**config.mk**
```make
export PLATFORM = sky130hd
export DESIGN_NAME = pd_gate_seq
export DESIGN_NICKNAME = d
export VERILOG_FILES = /design/src/rtl/pdg_pkg.sv /design/src/rtl/pdg_sync.sv /design/src/rtl/pdg_timer.sv /design/src/rtl/pdg_regimg.sv /design/src/rtl/pdg_fsm.sv /design/src/rtl/pd_gate_seq.sv
export SDC_FILE = /design/constraint.sdc
export NUM_CORES = 1
export LEC_CHECK = 0
export BUFFER_PORTS_ARGS = -buffer_cell sky130_fd_sc_hd__buf_4
export CAP_MARGIN = 10
export CORE_MARGIN = 4
export CORE_UTILIZATION = 58
export CTS_BUF_LIST = sky130_fd_sc_hd__clkbuf_4 sky130_fd_sc_hd__clkbuf_8
export DETAILED_ROUTE_END_ITERATION = 12
export HOLD_SLACK_MARGIN = 0.02
export MAX_ROUTING_LAYER = met4
export PLACE_DENSITY_LB_ADDON = 0.12
export SLEW_MARGIN = 0
export SYNTH_ARGS = -nofsm -noshare
export SYNTH_HDL_FRONTEND = slang
export SYNTH_HIERARCHICAL = 1
export SYNTH_SLANG_ARGS = --single-unit
```
**constraint.sdc**
```tcl
create_clock -name clk -period 1.3 [get_ports clk]
set_input_delay 0.195 -clock clk [delete_from_list [all_inputs] [get_ports clk]]
set_output_delay 0.195 -clock clk [all_outputs]
set_load 0.01 [all_outputs]
```
**src/rtl/pdg_pkg.sv**
```systemverilog
package pdg_pkg;
  localparam int unsigned IMG_W = 32;
  localparam logic [7:0] WR_KEY = 8'h27;
  localparam int SW_SEGS  = 8;
  localparam int B_STAT_A = 8;
  localparam int B_STAT_D = 9;
  localparam int B_RET_SRAM = 12;
  localparam int B_RET_PRE  = 13;
  localparam int B_RET_DDR  = 14;
  localparam int B_ISO      = 15;
  localparam int B_RST      = 16;
  localparam logic [IMG_W-1:0] CTL_MASK  = 32'h0001_F0FF;
  localparam logic [IMG_W-1:0] CTL_RESET = 32'h0001_70FF;
  localparam int STEP_W = 4;
  localparam logic [STEP_W-1:0] LAST_STEP = STEP_W'(2 * SW_SEGS - 2);

  typedef enum logic [1:0] {ACT_SET, ACT_CLR, ACT_POLL_A, ACT_POLL_D} act_e;
  typedef enum logic {DIR_DOWN, DIR_UP} dir_e;
  typedef enum logic [1:0] {ST_IDLE, ST_RUN, ST_WAIT, ST_DONE} st_e;

  typedef struct packed {
    act_e       act;
    logic [4:0] pos;
    logic       lvl;
  } step_t;

  // Step table for both orderings, indexed 0..LAST_STEP.
  function automatic step_t step_of(dir_e d, logic [STEP_W-1:0] i);
    step_t s;
    s.act = ACT_SET;
    s.pos = 5'd0;
    s.lvl = 1'b0;
    if (d == DIR_DOWN) begin
      case (i)
        4'd0: begin s.act = ACT_CLR; s.pos = 5'(B_RST); end
        4'd1: begin s.act = ACT_SET; s.pos = 5'(B_ISO); end
        4'd2: begin s.act = ACT_CLR; s.pos = 5'(B_RET_DDR); end
        4'd3: begin s.act = ACT_CLR; s.pos = 5'(B_RET_PRE); end
        4'd4: begin s.act = ACT_CLR; s.pos = 5'(B_RET_SRAM); end
        4'd5: begin s.act = ACT_POLL_D; s.lvl = 1'b0; end
        4'd6: begin s.act = ACT_POLL_A; s.lvl = 1'b0; end
        default: begin s.act = ACT_CLR; s.pos = 5'd14 - {1'b0, i}; end
      endcase
    end else begin
      case (i)
        4'd8:  begin s.act = ACT_POLL_A; s.lvl = 1'b1; end
        4'd9:  begin s.act = ACT_POLL_D; s.lvl = 1'b1; end
        4'd10: begin s.act = ACT_SET; s.pos = 5'(B_RET_SRAM); end
        4'd11: begin s.act = ACT_SET; s.pos = 5'(B_RET_PRE); end
        4'd12: begin s.act = ACT_SET; s.pos = 5'(B_RET_DDR); end
        4'd13: begin s.act = ACT_CLR; s.pos = 5'(B_ISO); end
        4'd14: begin s.act = ACT_SET; s.pos = 5'(B_RST); end
        default: begin s.act = ACT_SET; s.pos = {1'b0, i}; end
      endcase
    end
    return s;
  endfunction
endpackage

```
**src/rtl/pdg_sync.sv**
```systemverilog
module pdg_sync #(
  parameter int W      = 2,
  parameter int STAGES = 2
) (
  input  logic         clk,
  input  logic         rst_n,
  input  logic [W-1:0] d_i,
  output logic [W-1:0] q_o
);
  logic [W-1:0] stg [STAGES];

  generate
    for (genvar k = 0; k < STAGES; k++) begin : g_stage
      logic [W-1:0] src;
      if (k == 0) begin : g_first
        assign src = d_i;
      end else begin : g_chain
        assign src = stg[k-1];
      end
      always_ff @(posedge clk or negedge rst_n) begin
        if (!rst_n) stg[k] <= '0;
        else        stg[k] <= src;
      end
    end
  endgenerate

  assign q_o = stg[STAGES-1];
endmodule

```
**src/rtl/pdg_timer.sv**
```systemverilog
module pdg_timer #(
  parameter int TICKS = 800
) (
  input  logic clk,
  input  logic rst_n,
  input  logic start_i,
  input  logic tick_i,
  output logic expired_o
);
  localparam int CW = (TICKS < 2) ? 1 : $clog2(TICKS + 1);
  localparam logic [CW-1:0] LIMIT = CW'(TICKS);

  logic [CW-1:0] cnt_q, cnt_n;
  logic          act_q, act_n;
  logic          at_limit;

  assign at_limit  = (cnt_q == LIMIT);
  assign expired_o = act_q && at_limit;

  always_comb begin
    cnt_n = cnt_q;
    act_n = act_q;
    if (start_i) begin
      cnt_n = '0;
      act_n = 1'b1;
    end else if (act_q) begin
      if (at_limit)    act_n = 1'b0;
      else if (tick_i) cnt_n = cnt_q + 1'b1;
    end
  end

  always_ff @(posedge clk or negedge rst_n) begin
    if (!rst_n) begin
      cnt_q <= '0;
      act_q <= 1'b0;
    end else begin
      cnt_q <= cnt_n;
      act_q <= act_n;
    end
  end
endmodule

```
**src/rtl/pdg_regimg.sv**
```systemverilog
module pdg_regimg
  import pdg_pkg::*;
(
  input  logic             clk,
  input  logic             rst_n,
  input  logic             wr_en_i,
  input  logic [IMG_W-1:0] wr_data_i,
  input  logic [1:0]       stat_i,
  output logic [IMG_W-1:0] ctl_o,
  output logic [IMG_W-1:0] img_o
);
  logic [IMG_W-1:0] ctl_q, ctl_n;
  logic             key_ok, ld_en;

  assign key_ok = (wr_data_i[31:24] == WR_KEY);
  assign ld_en  = wr_en_i && key_ok;

  always_comb begin
    ctl_n = ctl_q;
    if (ld_en) ctl_n = wr_data_i & CTL_MASK;
  end

  always_ff @(posedge clk or negedge rst_n) begin
    if (!rst_n) ctl_q <= CTL_RESET;
    else        ctl_q <= ctl_n;
  end

  assign ctl_o = ctl_q;
  assign img_o = ctl_q | {22'b0, stat_i[1], stat_i[0], 8'b0};
endmodule

```
**src/rtl/pdg_fsm.sv**
```systemverilog
module pdg_fsm
  import pdg_pkg::*;
(
  input  logic              clk,
  input  logic              rst_n,
  input  logic              pd_req_i,
  input  logic              pu_req_i,
  input  logic [1:0]        stat_i,
  input  logic [IMG_W-1:0]  ctl_i,
  input  logic              tmr_exp_i,
  output logic              seq_wr_o,
  output logic [IMG_W-1:0]  seq_data_o,
  output logic              tmr_start_o,
  output logic              busy_o,
  output logic              done_o,
  output logic              idle_o,
  output logic [STEP_W-1:0] step_o,
  output logic              on_o
);
  st_e               st_q, st_n;
  dir_e              dir_q, dir_n;
  logic [STEP_W-1:0] idx_q, idx_n;
  logic              on_q, on_n;
  step_t             cur;
  logic              is_poll, poll_hit, is_last;
  logic [IMG_W-1:0]  nxt_ctl;

  always_comb cur = step_of(dir_q, idx_q);

  assign is_poll = (cur.act == ACT_POLL_A) || (cur.act == ACT_POLL_D);
  assign is_last = (idx_q == LAST_STEP);

  always_comb begin
    case (cur.act)
      ACT_POLL_A: poll_hit = (stat_i[0] == cur.lvl);
      ACT_POLL_D: poll_hit = (stat_i[1] == cur.lvl);
      default:    poll_hit = 1'b0;
    endcase
  end

  always_comb begin
    nxt_ctl = ctl_i;
    if (cur.act == ACT_SET)      nxt_ctl[cur.pos] = 1'b1;
    else if (cur.act == ACT_CLR) nxt_ctl[cur.pos] = 1'b0;
  end

  always_comb begin
    st_n        = st_q;
    dir_n       = dir_q;
    idx_n       = idx_q;
    on_n        = on_q;
    seq_wr_o    = 1'b0;
    tmr_start_o = 1'b0;
    case (st_q)
      ST_IDLE: begin
        idx_n = '0;
        if (pd_req_i) begin
          dir_n = DIR_DOWN;
          st_n  = on_q ? ST_RUN : ST_DONE;
        end else if (pu_req_i) begin
          dir_n = DIR_UP;
          st_n  = on_q ? ST_DONE : ST_RUN;
        end
      end
      ST_RUN: begin
        if (is_poll) begin
          if (poll_hit) begin
            if (is_last) st_n = ST_DONE;
            else         idx_n = idx_q + 1'b1;
          end
        end else begin
          seq_wr_o    = 1'b1;
          tmr_start_o = 1'b1;
          st_n        = ST_WAIT;
        end
      end
      ST_WAIT: begin
        if (tmr_exp_i) begin
          if (is_last) st_n = ST_DONE;
          else begin
            idx_n = idx_q + 1'b1;
            st_n  = ST_RUN;
          end
        end
      end
      default: begin
        on_n  = (dir_q == DIR_UP);
        idx_n = '0;
        st_n  = ST_IDLE;
      end
    endcase
  end

  always_ff @(posedge clk or negedge rst_n) begin
    if (!rst_n) begin
      st_q  <= ST_IDLE;
      dir_q <= DIR_UP;
      idx_q <= '0;
      on_q  <= 1'b1;
    end else begin
      st_q  <= st_n;
      dir_q <= dir_n;
      idx_q <= idx_n;
      on_q  <= on_n;
    end
  end

  assign seq_data_o = {WR_KEY, nxt_ctl[23:0]};
  assign busy_o     = (st_q == ST_RUN) || (st_q == ST_WAIT);
  assign done_o     = (st_q == ST_DONE);
  assign idle_o     = (st_q == ST_IDLE);
  assign step_o     = idx_q;
  assign on_o       = on_q;
endmodule

```
**src/rtl/pd_gate_seq.sv**
```systemverilog
module pd_gate_seq
  import pdg_pkg::*;
#(
  parameter int SETTLE_TICKS = 800,
  parameter int SYNC_STAGES  = 2,
  parameter int RST_STAGES   = 2
) (
  input  logic        clk,
  input  logic        rst_n,
  input  logic        tick_i,
  input  logic        pd_req_i,
  input  logic        pu_req_i,
  input  logic        sw_a_ok_i,
  input  logic        sw_d_ok_i,
  input  logic        wr_en_i,
  input  logic [31:0] wr_data_i,
  output logic [31:0] ctrl_o,
  output logic        busy_o,
  output logic        done_o,
  output logic [3:0]  step_o,
  output logic        dom_on_o
);
  logic             rst_ns;
  logic [1:0]       stat_s;
  logic             seq_wr, tmr_start, tmr_exp, idle;
  logic [IMG_W-1:0] seq_data, ctl;
  logic             img_wr, ext_ok;
  logic [IMG_W-1:0] img_data;

  pdg_sync #(.W(1), .STAGES(RST_STAGES)) u_rst_sync (
    .clk(clk), .rst_n(rst_n), .d_i(1'b1), .q_o(rst_ns)
  );

  pdg_sync #(.W(2), .STAGES(SYNC_STAGES)) u_stat_sync (
    .clk(clk), .rst_n(rst_ns), .d_i({sw_d_ok_i, sw_a_ok_i}), .q_o(stat_s)
  );

  pdg_timer #(.TICKS(SETTLE_TICKS)) u_timer (
    .clk(clk), .rst_n(rst_ns), .start_i(tmr_start), .tick_i(tick_i),
    .expired_o(tmr_exp)
  );

  pdg_fsm u_fsm (
    .clk(clk), .rst_n(rst_ns), .pd_req_i(pd_req_i), .pu_req_i(pu_req_i),
    .stat_i(stat_s), .ctl_i(ctl), .tmr_exp_i(tmr_exp),
    .seq_wr_o(seq_wr), .seq_data_o(seq_data), .tmr_start_o(tmr_start),
    .busy_o(busy_o), .done_o(done_o), .idle_o(idle), .step_o(step_o),
    .on_o(dom_on_o)
  );

  assign ext_ok   = wr_en_i && idle;
  assign img_wr   = seq_wr || ext_ok;
  assign img_data = seq_wr ? seq_data : wr_data_i;

  pdg_regimg u_img (
    .clk(clk), .rst_n(rst_ns), .wr_en_i(img_wr), .wr_data_i(img_data),
    .stat_i(stat_s), .ctl_o(ctl), .img_o(ctrl_o)
  );
endmodule

```
==> summary.txt <==
Placement
  • Hpwl dp: about 6400 µm
  • Number of port buffers: 50
  • Pre-CTS setup slack: -1750 ps
  • Final Wtd Congestion: roughly 0.93
  • Placed Area: ~4300 µm²

Drt
  • Avg Vias per Cell: just over 6
  • Drt first pass iters: 5
  • DRC: 0
  • DRT Wirelength: approximately 12000 µm
  • Via count: approximately 3300
  • DRT antenna net count: 0
  • Drt initial violations: roughly 280
  • Routed length per instance: about 22 µm

Worst setup path
  • Worst R2R End: u_img/ctl_o[7]
  • CP arrival: between 3000 and 4000 ps
  • CP Max Fanout: 6
  • FF-to-FF path depth: 11
  • Buf/Inv on CP: 2
  • Delay-heaviest family, CP: multiplexers
  • CP endpoint kind: flop
  • Critical Path Start Type: flop
  • Slowest cell on the critical path: dfrtp_2
  • Most frequent cell on the critical path: mux2_4
  • Worst reg2reg setup slack: -1830 ps
  • Crit-path max cell delay: between 400 and 500 ps
  • CP required: ~1500 ps
  • WP depth: 11
  • Crit path from: u_fsm/step_o[1]
  • WS Path Type: flop to flop
  • Critical path cell sequence: buf_12 > inv_8 > ha_4 > or2_1 > or4_4 > a32oi_4 > o21a_1 > nand2_1 > mux2_4 > mux2_4 > mux2_4
  • Crit path to: u_img/ctl_o[7]
  • Reg-to-reg startpoint: u_fsm/step_o[1]

Global routing
  • GRT Resource Usage Total: about 27%
  • Global route total overflow: 0
  • Largest net degree at the start of global routing: 32
  • First-pass GRT wire length: 15600 µm
  • Antenna violations before repair: 0
  • Number of global-route vias before repair: 3292

Die
  • Die Area: between 7000 and 8000 µm²
  • Row count: 27
  • Starting density of the core: about three fifths
  • Core footprint: about 5600 µm²
  • Vert. Die Dim: about 85 µm
  • Die width: 85.0 µm
  • Boundary pin count: 79

Clock network
  • CTS buffer count: 5
  • # clock sinks: 38
  • Clk_lat worst skew: ~300 ps
  • CTS clk-pin slew, worst paths: approximately 90 ps
  • Clock Tree Buf Depth: 2
  • CTS Root Cell: clkbuf_8
  • CTS tree: yes
  • H-tree Lvls: 2

Final layout
  • Fin area: 5040 µm²
  • P&R area growth vs syn: 46.7%
  • Layout Nets: 521
  • N_diodes: 0
  • Layout cells sized above 1: 60.4%

Worst hold path
  • HP Class: input port to flop

Pwr
  • Power, Total: 0.00334 W
  • Peak VDD IR: 0.594 mV
  • Leak pwr: 2.31 nW
  • P per Cell Area: approximately 660 nW/µm²

STA
  • Slew Viols, Final: 0
  • Final Hold Viols: 0
  • Max Fclk: 319 MHz
  • Minimum clock period: 3130 ps
  • RSZ-0062 raised after global routing: yes
  • Final worst path period share: 241%
  • Final setup viols: 36
  • Setup TNS: -39530 ps
  • Slack of the critical path: -1830 ps
  • Clk_skew: ~4.3 ps

Run
  • Max-cap viol count: 0

Yosys
  • Syn avg cell area: between 9 and 10 µm²
  • Post-Syn Area: approximately 3400 µm²
  • Cells after Synth: 345
  • Yosys warns: 6

Run status
  • Outcome: finished with violations
  • Violated checks: setup timing
per-layer routing:
metal / wire (µm) / up-vias / GRT usage [%]
met2: 6200 / 196 / 46.5
met5: 0 / - / -
met3: 802 / 62 / 4.85
met1: 4420 / 1593 / 31.9
li1: - / 1432 / -
met4: 602 / 0 / 11.7
report_power, final:
part / leakage (nW) / switching (W) / internal, W
sequential: 0.435 / 0.0000664 / 0.00128
clock: 0.0619 / 0.000487 / 0.000648
combinational: 1.81 / 0.000445 / 0.000410
total: 2.31 / 0.000998 / 0.00234
cells in the final DEF (no fill, tap or decap), types with 4 or more instances in the layout:
cell type  instances
nand3_1           11
a21oi_1            9
dfrtp_2            4
ha_4               7
nand2b_1           4
dfstp_2           14
nor2_1             9
buf_12             4
o31ai_1            4
ha_1               5
mux2_4            41
mux2_2             7
nand2_1           27
buf_4            123
buf_6             24
inv_1              7
clkbuf_8           6
conb_1            26
or4_1              4
dfrtp_1           20
or3_1              4
nand4_1            4
o21ai_0            6
through the flow:
stage / utilization (%) / hold slack [ps] / instances
global placement: 75.5 / -22.5 / 509
floorplan: - / -101 / 367
CTS: 83.8 / 44.9 / 531
global route: 89.4 / 42.5 / 542
finish: 89.4 / 51.2 / 542
detailed placement: 75.5 / -19.6 / 509
worst min path at each step:
stage,from,endpoint,slack [ps],cells after the start
after floorplan,rst_n,u_rst_sync/g_stage[1].src,-100,0
after global placement,rst_n,u_rst_sync/g_stage[1].src,-20,1
after detailed placement,rst_n,u_rst_sync/q_o,-20,1
after CTS,pd_req_i,u_fsm/dir_q,40,2
after global routing,pd_req_i,u_fsm/dir_q,40,2
final,pd_req_i,u_fsm/dir_q,50,2
cell type report:
cell class	count	area [µm²]
Inverter	11	58.8
Fill cell	248	601
Sequential cell	38	973
Timing Repair Buffer	155	1330
Clock inverter	1	30.0
Clock buffer	7	90.1
Multi-Input combinational cell	258	2470
Tap cell	72	90.1
state kept, by name, summed over array words and instances, names as in the netlist, 2 cells and up:
register and flops:
u_fsm/st_q 2, u_fsm/step_o 4, u_img/ctl_o 13, u_stat_sync/g_stage.src 2
u_stat_sync/q_o 2, u_timer/cnt_q 10
timing repair:
| item | 4_1_cts | 5_1_grt |
|---|---|---|
| setup buffers | 11 | 12 |
| gates cloned | 0 | 1 |
| gates resized for setup | 53 | 43 |
| hold endpoints to repair | 4 | 0 |
| hold buffers | 3 | 0 |
| endpoints found under the setup margin | 34 | 35 |
| pin swaps | 13 | 21 |
Note: power is estimated with default switching activity, not from simulation.
